[src/rtl/loop_pkg.sv]
package loop_pkg;
  localparam int XLEN   = 64;
  localparam int DISP_W = 8;
  localparam int NLANE  = 3;

  typedef enum logic [1:0] {
    SZ_16  = 2'b00,
    SZ_32  = 2'b01,
    SZ_64  = 2'b10,
    SZ_RSV = 2'b11
  } size_e;

  localparam logic [7:0] OP_CNT_NZF = 8'hE0;
  localparam logic [7:0] OP_CNT_ZF  = 8'hE1;
  localparam logic [7:0] OP_CNT     = 8'hE2;

  function automatic int lane_bits(int k);
    return 16 << k;
  endfunction

  function automatic int lane_idx(size_e s);
    case (s)
      SZ_16:   return 0;
      SZ_32:   return 1;
      default: return 2;
    endcase
  endfunction
endpackage

[src/rtl/loop_cnt_dec.sv]
module loop_cnt_dec
  import loop_pkg::*;
#(
  parameter int W = XLEN
) (
  input  logic [W-1:0] count_i,
  input  size_e        size_i,
  input  logic         en_i,
  output logic [W-1:0] count_o,
  output logic         nz_o
);
  logic [W-1:0] lane_cnt [NLANE];
  logic         lane_nz  [NLANE];

  for (genvar k = 0; k < NLANE; k++) begin : g_lane
    localparam int LW = lane_bits(k);
    logic [LW-1:0] low_dec;
    assign low_dec = count_i[LW-1:0] - LW'(1);
    if (LW < W) begin : g_part
      assign lane_cnt[k] = {count_i[W-1:LW], low_dec};
    end else begin : g_full
      assign lane_cnt[k] = low_dec;
    end
    assign lane_nz[k] = |low_dec;
  end

  always_comb begin
    count_o = en_i ? lane_cnt[lane_idx(size_i)] : count_i;
    nz_o    = lane_nz[lane_idx(size_i)];
  end
endmodule

[src/rtl/loop_cond.sv]
module loop_cond
  import loop_pkg::*;
(
  input  logic [7:0] opcode_i,
  input  logic       zf_i,
  input  logic       nz_i,
  output logic       op_ok_o,
  output logic       taken_o
);
  always_comb begin
    op_ok_o = 1'b1;
    taken_o = 1'b0;
    case (opcode_i)
      OP_CNT:     taken_o = nz_i;
      OP_CNT_ZF:  taken_o = nz_i & zf_i;
      OP_CNT_NZF: taken_o = nz_i & ~zf_i;
      default:    op_ok_o = 1'b0;
    endcase
  end
endmodule

[src/rtl/loop_target.sv]
module loop_target
  import loop_pkg::*;
#(
  parameter int W  = XLEN,
  parameter int DW = DISP_W
) (
  input  logic [W-1:0]  seq_ip_i,
  input  logic [DW-1:0] disp_i,
  input  size_e         size_i,
  output logic [W-1:0]  target_o
);
  logic [W-1:0] sum;
  logic [W-1:0] lane_tgt [NLANE];

  assign sum = seq_ip_i + {{(W-DW){disp_i[DW-1]}}, disp_i};

  for (genvar k = 0; k < NLANE; k++) begin : g_lane
    localparam int LW = lane_bits(k);
    if (LW < W) begin : g_trunc
      assign lane_tgt[k] = {{(W-LW){1'b0}}, sum[LW-1:0]};
    end else begin : g_full
      assign lane_tgt[k] = sum;
    end
  end

  assign target_o = lane_tgt[lane_idx(size_i)];
endmodule

[src/rtl/loop_branch_unit.sv]
module loop_branch_unit
  import loop_pkg::*;
(
  input  logic            clk_i,
  input  logic            rst_ni,
  input  logic            valid_i,
  input  logic [7:0]      opcode_i,
  input  logic [7:0]      disp_i,
  input  logic [63:0]     count_i,
  input  logic            zf_i,
  input  logic [1:0]      addr_size_i,
  input  logic [1:0]      op_size_i,
  input  logic [63:0]     seq_ip_i,
  output logic            valid_o,
  output logic [63:0]     count_o,
  output logic            taken_o,
  output logic [63:0]     next_ip_o
);
  logic            op_ok, nz, tk;
  logic [XLEN-1:0] cnt_nx, tgt;

  loop_cond u_cond (
    .opcode_i(opcode_i),
    .zf_i    (zf_i),
    .nz_i    (nz),
    .op_ok_o (op_ok),
    .taken_o (tk)
  );

  loop_cnt_dec #(.W(XLEN)) u_dec (
    .count_i(count_i),
    .size_i (size_e'(addr_size_i)),
    .en_i   (op_ok),
    .count_o(cnt_nx),
    .nz_o   (nz)
  );

  loop_target #(.W(XLEN), .DW(DISP_W)) u_tgt (
    .seq_ip_i(seq_ip_i),
    .disp_i  (disp_i),
    .size_i  (size_e'(op_size_i)),
    .target_o(tgt)
  );

  always_ff @(posedge clk_i or negedge rst_ni) begin
    if (!rst_ni) begin
      valid_o   <= 1'b0;
      count_o   <= '0;
      taken_o   <= 1'b0;
      next_ip_o <= '0;
    end else begin
      valid_o <= valid_i;
      if (valid_i) begin
        count_o   <= cnt_nx;
        taken_o   <= tk;
        next_ip_o <= tk ? tgt : seq_ip_i;
      end
    end
  end
endmodule

[config.mk]
export PLATFORM = sky130hd
export DESIGN_NAME = loop_branch_unit
export DESIGN_NICKNAME = d
export VERILOG_FILES = /design/src/rtl/loop_pkg.sv /design/src/rtl/loop_cnt_dec.sv /design/src/rtl/loop_cond.sv /design/src/rtl/loop_target.sv /design/src/rtl/loop_branch_unit.sv
export SDC_FILE = /design/constraint.sdc
export NUM_CORES = 1
export LEC_CHECK = 0
export BUFFER_PORTS_ARGS = -buffer_cell sky130_fd_sc_hd__buf_2
export CORE_ASPECT_RATIO = 1.1
export CORE_UTILIZATION = 54
export DETAILED_ROUTE_END_ITERATION = 8
export PLACE_DENSITY = 0.81
export SLEW_MARGIN = 20
export SYNTH_ARGS = -nofsm -noshare
export SYNTH_HDL_FRONTEND = slang
export SYNTH_SLANG_ARGS = --single-unit
export TNS_END_PERCENT = 50
[constraint.sdc]
create_clock -name clk_i -period 1.97 [get_ports clk_i]
set_input_delay 0.394 -clock clk_i [delete_from_list [all_inputs] [get_ports clk_i]]
set_output_delay 0.394 -clock clk_i [all_outputs]
set_load 0.01 [all_outputs]
## Yosys cells after proc, flatten, opt, wreduce, memory -nomap -nowiden

Cells that the tools add are included.

- Register bits after elaboration: 130
- Bits in latches: 0
- Memory bits (writable): 0
- ROM bits: 0
- Input bits: 152
- Memories kept: 0

- $add $sub $neg: 4
- Multiply operators: 0
- Divide/modulo/power cells: 0
- Order comparisons: 2
- Eq/ne operators: 5
- Shifts and indexed selects: 0
- Muxes and demuxes: 15
- Bitwise logic cells: 5
- Reductions and logical operators: 6

Operator list:

| cell | count |
|---|---|
| 2-to-1 mux 64 bit | 6 |
| binary-select mux 64 bit (select 2 bit) | 2 |
| adder 64 bit | 1 |
| >= comparator 32 x 3 -> 1 bit, second input constant | 2 |
| NOT 2 -> 32 bit | 2 |
| OR reduction 64 bit | 1 |
| subtractor 64 x 1 -> 64 bit, second input constant | 1 |
| OR reduction 32 bit | 1 |
| subtractor 32 x 1 -> 32 bit, second input constant | 1 |
| equality test 8 bit, second input constant | 3 |
| OR reduction 16 bit | 1 |
| subtractor 16 x 1 -> 16 bit, second input constant | 1 |
| case mux 2 bit (2 select lines) | 2 |
| equality test 2 x 1 -> 1 bit, second input constant | 2 |
| zero test 2 bit | 2 |
| 2-to-1 mux 1 bit | 3 |
| case mux 1 bit (3 select lines) | 1 |
| OR reduction 3 bit | 1 |
| bitwise AND 1 bit | 2 |
| binary-select mux 1 bit (select 2 bit) | 1 |
| NOT 1 bit | 1 |

## Logic depth before layout (Yosys ltp)

- Depth in word-level cells: 9
- Gate-level depth with buffers: 17

## Modules after synthesis

A second synthesis with hierarchy kept.

- Cell total of the unflattened synthesis: 1369
- Area, all modules: 11601.1 µm²

By module, submodules not included:

| module | times used | cells an instance | area an instance (µm²) |
|---|---|---|---|
| loop_branch_unit | 1 | 415 | 5375.2 |
| loop_target | 1 | 611 | 3973.8 |
| loop_cnt_dec | 1 | 337 | 2204.6 |
| loop_cond | 1 | 6 | 47.5 |

## Worst setup path before layout

No wires, ideal clock.

- Path kind: in2reg
- Start point: input count_i[32]
- End point: register next_ip_o[23]
- Arrival: 3.681 ns
- Data required time: 1.844 ns
- Slack: -1.837 ns
- Stages on the path: 16
- Path through: buf_6 -> or4_1 -> or4_1 -> clkbuf_2 -> or2_1 -> or3_1 -> buf_2 -> xor2_1 -> nand4_1 -> nor4_1 -> a41oi_1 -> o21ai_2 -> buf_6 -> nor2_2 -> buf_6 -> a221o_1

- Longest elaborated chain between the ends: 8

RTL lines:

| item | RTL line | RTL |
|---|---|---|
| start: declaration | loop_branch_unit.sv:9 | `input logic [63:0] count_i,` |
| subtractor 64 x 1 -> 64 bit (*) | loop_cnt_dec.sv:18 | `assign low_dec = count_i[LW-1:0] - LW'(1);` |
| OR reduction 64 bit (*) | loop_cnt_dec.sv:24 | `assign lane_nz[k] = \|low_dec;` |
| binary-select mux 1 bit (select 2 bit) (*) | loop_cnt_dec.sv:29 | `nz_o = lane_nz[lane_idx(size_i)];` |
| 2-to-1 mux 1 bit (implied by the code) (*) (2 in series) | loop_cnt_dec.sv:29 |  |
| bitwise AND 1 bit (on tied branches) | loop_cond.sv:16, loop_cond.sv:15 |  |
| case mux 1 bit (3 select lines) (*) | loop_cond.sv:13 | `case (opcode_i)` |
| 2-to-1 mux 64 bit (*) | loop_branch_unit.sv:56 | `next_ip_o <= tk ? tgt : seq_ip_i;` |
| end signal: assignment | loop_branch_unit.sv:56 |  |
| end: declaration | loop_branch_unit.sv:17 | `output logic [63:0] next_ip_o` |

Mark *: on every way between the ends. The rest lies on a longest branch, timed or not. The select of a mux whose other input is x is not followed.
A chain may end at the register's enable or synchronous reset.

## Worst setup path in the final report

- Start point: input count_i[32]
- End point: register next_ip_o[27]

Same word-level chain as after synthesis.

==> metrics.yaml <==
cap_violations: 0
drt-pass1-iter-count: 6
clock-root-buffer: "clkbuf_16"
finalCritPeriodShare_pct: 180
swShare_pct: 34.7
dp_hpwl_um: 33600
syn_to_final_growth_pct: 55.6
crit_arrival_ns: 3.83
p_int_mw: 6.70
nets: 2341
synth_ff_type: "dfrtp_1"
worstPathCellList: "buf_6 > or4_4 > or4_4 > or2_4 > buf_6 > o41a_1 > nor2_1 > nand4_1 > nor4_4 > a41oi_2 > o21ai_4 > buf_12 > buf_12 > nor2_4 > a221o_1"
timing.hold.ws_ns: 0.219
grt_max_degree: 69
grt_pass1_vias: 14600
worstSkewPairLatency_ns: 0.42
initial_utilization_pct: 55.1
yosysWarnings: 0
slew-limit-headroom_pct: 65.4
placementRows: 55
layout-drive-gt1-share_pct: 41.6
start_kind: "input pin"
cts_tree: "done"
combPwrFrac_pct: 36.8
p_leak_nw: 8.37
status: "finished with violations"
antenna_found_initial: 0
tns_ns: -101.93
path_class: "input pin to flip-flop"
finalSetupViolCount: 108
drc: 0
finalHoldViolCount: 0
drt_iter0_markers: 1284
num_vias: 14700
preCtsSetupSlack_ns: -2.24
slew_viol_final: 0
fp.coreArea_mm2: 0.0206
synth_seq_cells: 130
port_buffers: 281
post-route-min-period_ns: 3.54
rsz0062_at_grt: "yes"
vias_per_cell: 6.13
worst_slack_ns: -1.57
worst_slew_pin_slew_ns: 0.517
netlist_instances: 1440
critPathMaxStageDelay_ns: 0.53
pwr-share-seq_pct: 29.9
globalRouteOverflowTotal: 0
endpoint_kind: "flip-flop"
irDropWorstVdd_v: 0.000662
htreeDepth: 4
ios: 282
p_clk_share_pct: 33.4
cp_top_family: "simple AND/OR/NAND/NOR gates"
die_h_um: 154
clk_path_buf_depth: 2
cts_made_buffers: 17
clk_pin_slew_ns: 0.06
path_buf_inv: 4
cts.sinks: 130
avgSynthCellArea_um2: 7.88
max_freq_mhz: 283
violations: "negative setup slack"
fp.dieW_um: 140
synth_edf_count: 0
grtUsageTotal_pct: 41.9
wl_um: 46600
insertedDiodeCount: 0
drtAntennaViolNets: 0
synth-async-reset-ratio_pct: 100
p_sw_mw: 3.56
r2r_slack_ns: 0.93
wl_per_cell_um: 19.5
critical_path.max_fanout: 9
synth.distinct_cells: 70
total_power_mw: 10.3
yosysSeqAreaShare_pct: 28.7
gp_congestion: 0.980
critical_path.slowest_cell: "or4_4"
dieArea_mm2: 0.0216
cp.required_ns: 2.26
hp-class: "input pin to flip-flop"
power_density_mw_per_mm2: 581
syn_area_mm2: 0.0113
grt_first_pass_wirelength_um: 72300
syn-num-nets: 1658
finalClockSkew_ns: 0
state kept, by name (all words and copies together), names as in the netlist:
register,cells
count_o,64
next_ip_o,64
taken_o,1
valid_o,1
cell usage after synthesis (3+ instances only):
| library cell | number | area [um2] |
|---|---|---|
| dfrtp_1 | 130 | 3250 |
| and2_1 | 12 | 75.1 |
| a41oi_1 | 3 | 26.3 |
| xnor2_1 | 92 | 806 |
| a221o_1 | 17 | 170 |
| nor2_1 | 178 | 668 |
| o21a_1 | 4 | 30.0 |
| nand4b_1 | 5 | 43.8 |
| nand2_1 | 100 | 375 |
| a21o_1 | 32 | 240 |
| nor3b_1 | 4 | 30.0 |
| nor2b_1 | 28 | 175 |
| nand2b_1 | 12 | 75.1 |
| o211ai_1 | 9 | 67.6 |
| or3_1 | 14 | 87.6 |
| a31oi_1 | 23 | 144 |
| a311oi_1 | 3 | 26.3 |
| clkbuf_1 | 70 | 263 |
| a221oi_1 | 3 | 26.3 |
| nand3_1 | 40 | 200 |
| ha_1 | 65 | 813 |
| a211oi_1 | 7 | 52.6 |
| and3_1 | 21 | 131 |
| mux2i_1 | 17 | 170 |
| inv_1 | 30 | 113 |
| a22oi_1 | 4 | 30.0 |
| xor2_1 | 50 | 438 |
| or2_2 | 6 | 37.5 |
| nor3_1 | 63 | 315 |
| or4_1 | 11 | 82.6 |
| nor4_1 | 34 | 213 |
| o21ai_0 | 61 | 305 |
| a211o_1 | 13 | 114 |
| buf_2 | 6 | 30.0 |
| nand4_1 | 36 | 225 |
| a21oi_1 | 155 | 776 |
| buf_6 | 8 | 90.1 |
| o31ai_1 | 5 | 37.5 |
| a21boi_0 | 5 | 37.5 |
| and4_1 | 3 | 26.3 |
| o21bai_1 | 16 | 120 |
| o221ai_1 | 8 | 70.1 |
logic make-up after synthesis:
kind of cell / after synthesis / synth area share (%)
and+or+nand+nor: 580 / 25.3
AOI/OAI and AO/OA: 386 / 21.5
xor gates and xnor gates: 142 / 11.0
DFF: 130 / 28.7
buffers and inverters: 117 / 4.51
adders and majority gates: 66 / 7.35
muxes: 19 / 1.70
through the flow:
| step | util, % | area (um2) | std cells |
|---|---|---|---|
| floorplan | - | 11400 | 1440 |
| global placement | 79.4 | 16300 | 2350 |
| detailed placement | 79.4 | 16300 | 2350 |
| CTS | 84.3 | 17400 | 2388 |
| global route | 85.8 | 17700 | 2392 |
| finish | 85.8 | 17700 | 2392 |
power groups by stage:
stage,Clock (mW),Combinational (mW),Sequential [mW]
floorplan,0,1.57,3.20
detailed placement,0,3.53,3.09
finish,3.42,3.77,3.06
global placement,0,3.43,3.09
global route,3.51,4.05,3.08
CTS,3.39,3.62,3.05
final timing paths:
| check | from | endpoint | cells after the start |
|---|---|---|---|
| setup / recovery | count_i[32] | next_ip_o[27] | 15 |
| hold / removal | seq_ip_i[21] | next_ip_o[21] | 2 |
| setup reg to reg | next_ip_o[25] | next_ip_o[25] | 1 |
| hold reg to reg | next_ip_o[55] | next_ip_o[55] | 1 |
| max in group asynchronous | rst_ni | next_ip_o[53] | 3 |
| min in group asynchronous | rst_ni | next_ip_o[29] | 2 |
area by class of cell:
class	instances	area, um2
clock inverter	14	180
sequential	130	3250
inverter	31	116
tap	256	320
multi-input combinational	1194	8170
timing repair buffer	749	5180
clock buffer	18	429
fill	1168	2920
repair_timing:
item / CTS / global route
setup endpoints to repair: 108 / 113
gates resized for setup: 71 / 50
hold buffers: 1 / 0
pin swaps: 23 / 20
setup buffers: 2 / 3
cloned: 3 / 1
hold endpoints to repair: 20 / 0
layout by cell type, fill, tap and decap left out, types with 47 or more instances in the layout:
cell type,Yosys,final
dfrtp_1,130,130
xor2_1,50,47
nor2_1,178,169
ha_1,65,65
buf_2,6,278
buf_4,1,442
o21ai_0,61,56
nand2_1,100,99
a21oi_1,155,153
xnor2_1,92,88
routing by layer:
metal | track usage (%) | part of all wire (%)
met1 | 47.7 | 37
met2 | 73.5 | 49
met3 | 7.47 | 7.8
met4 | 24.7 | 6.1
met5 | 0 | 0
(Power assumes the default switching activity.)
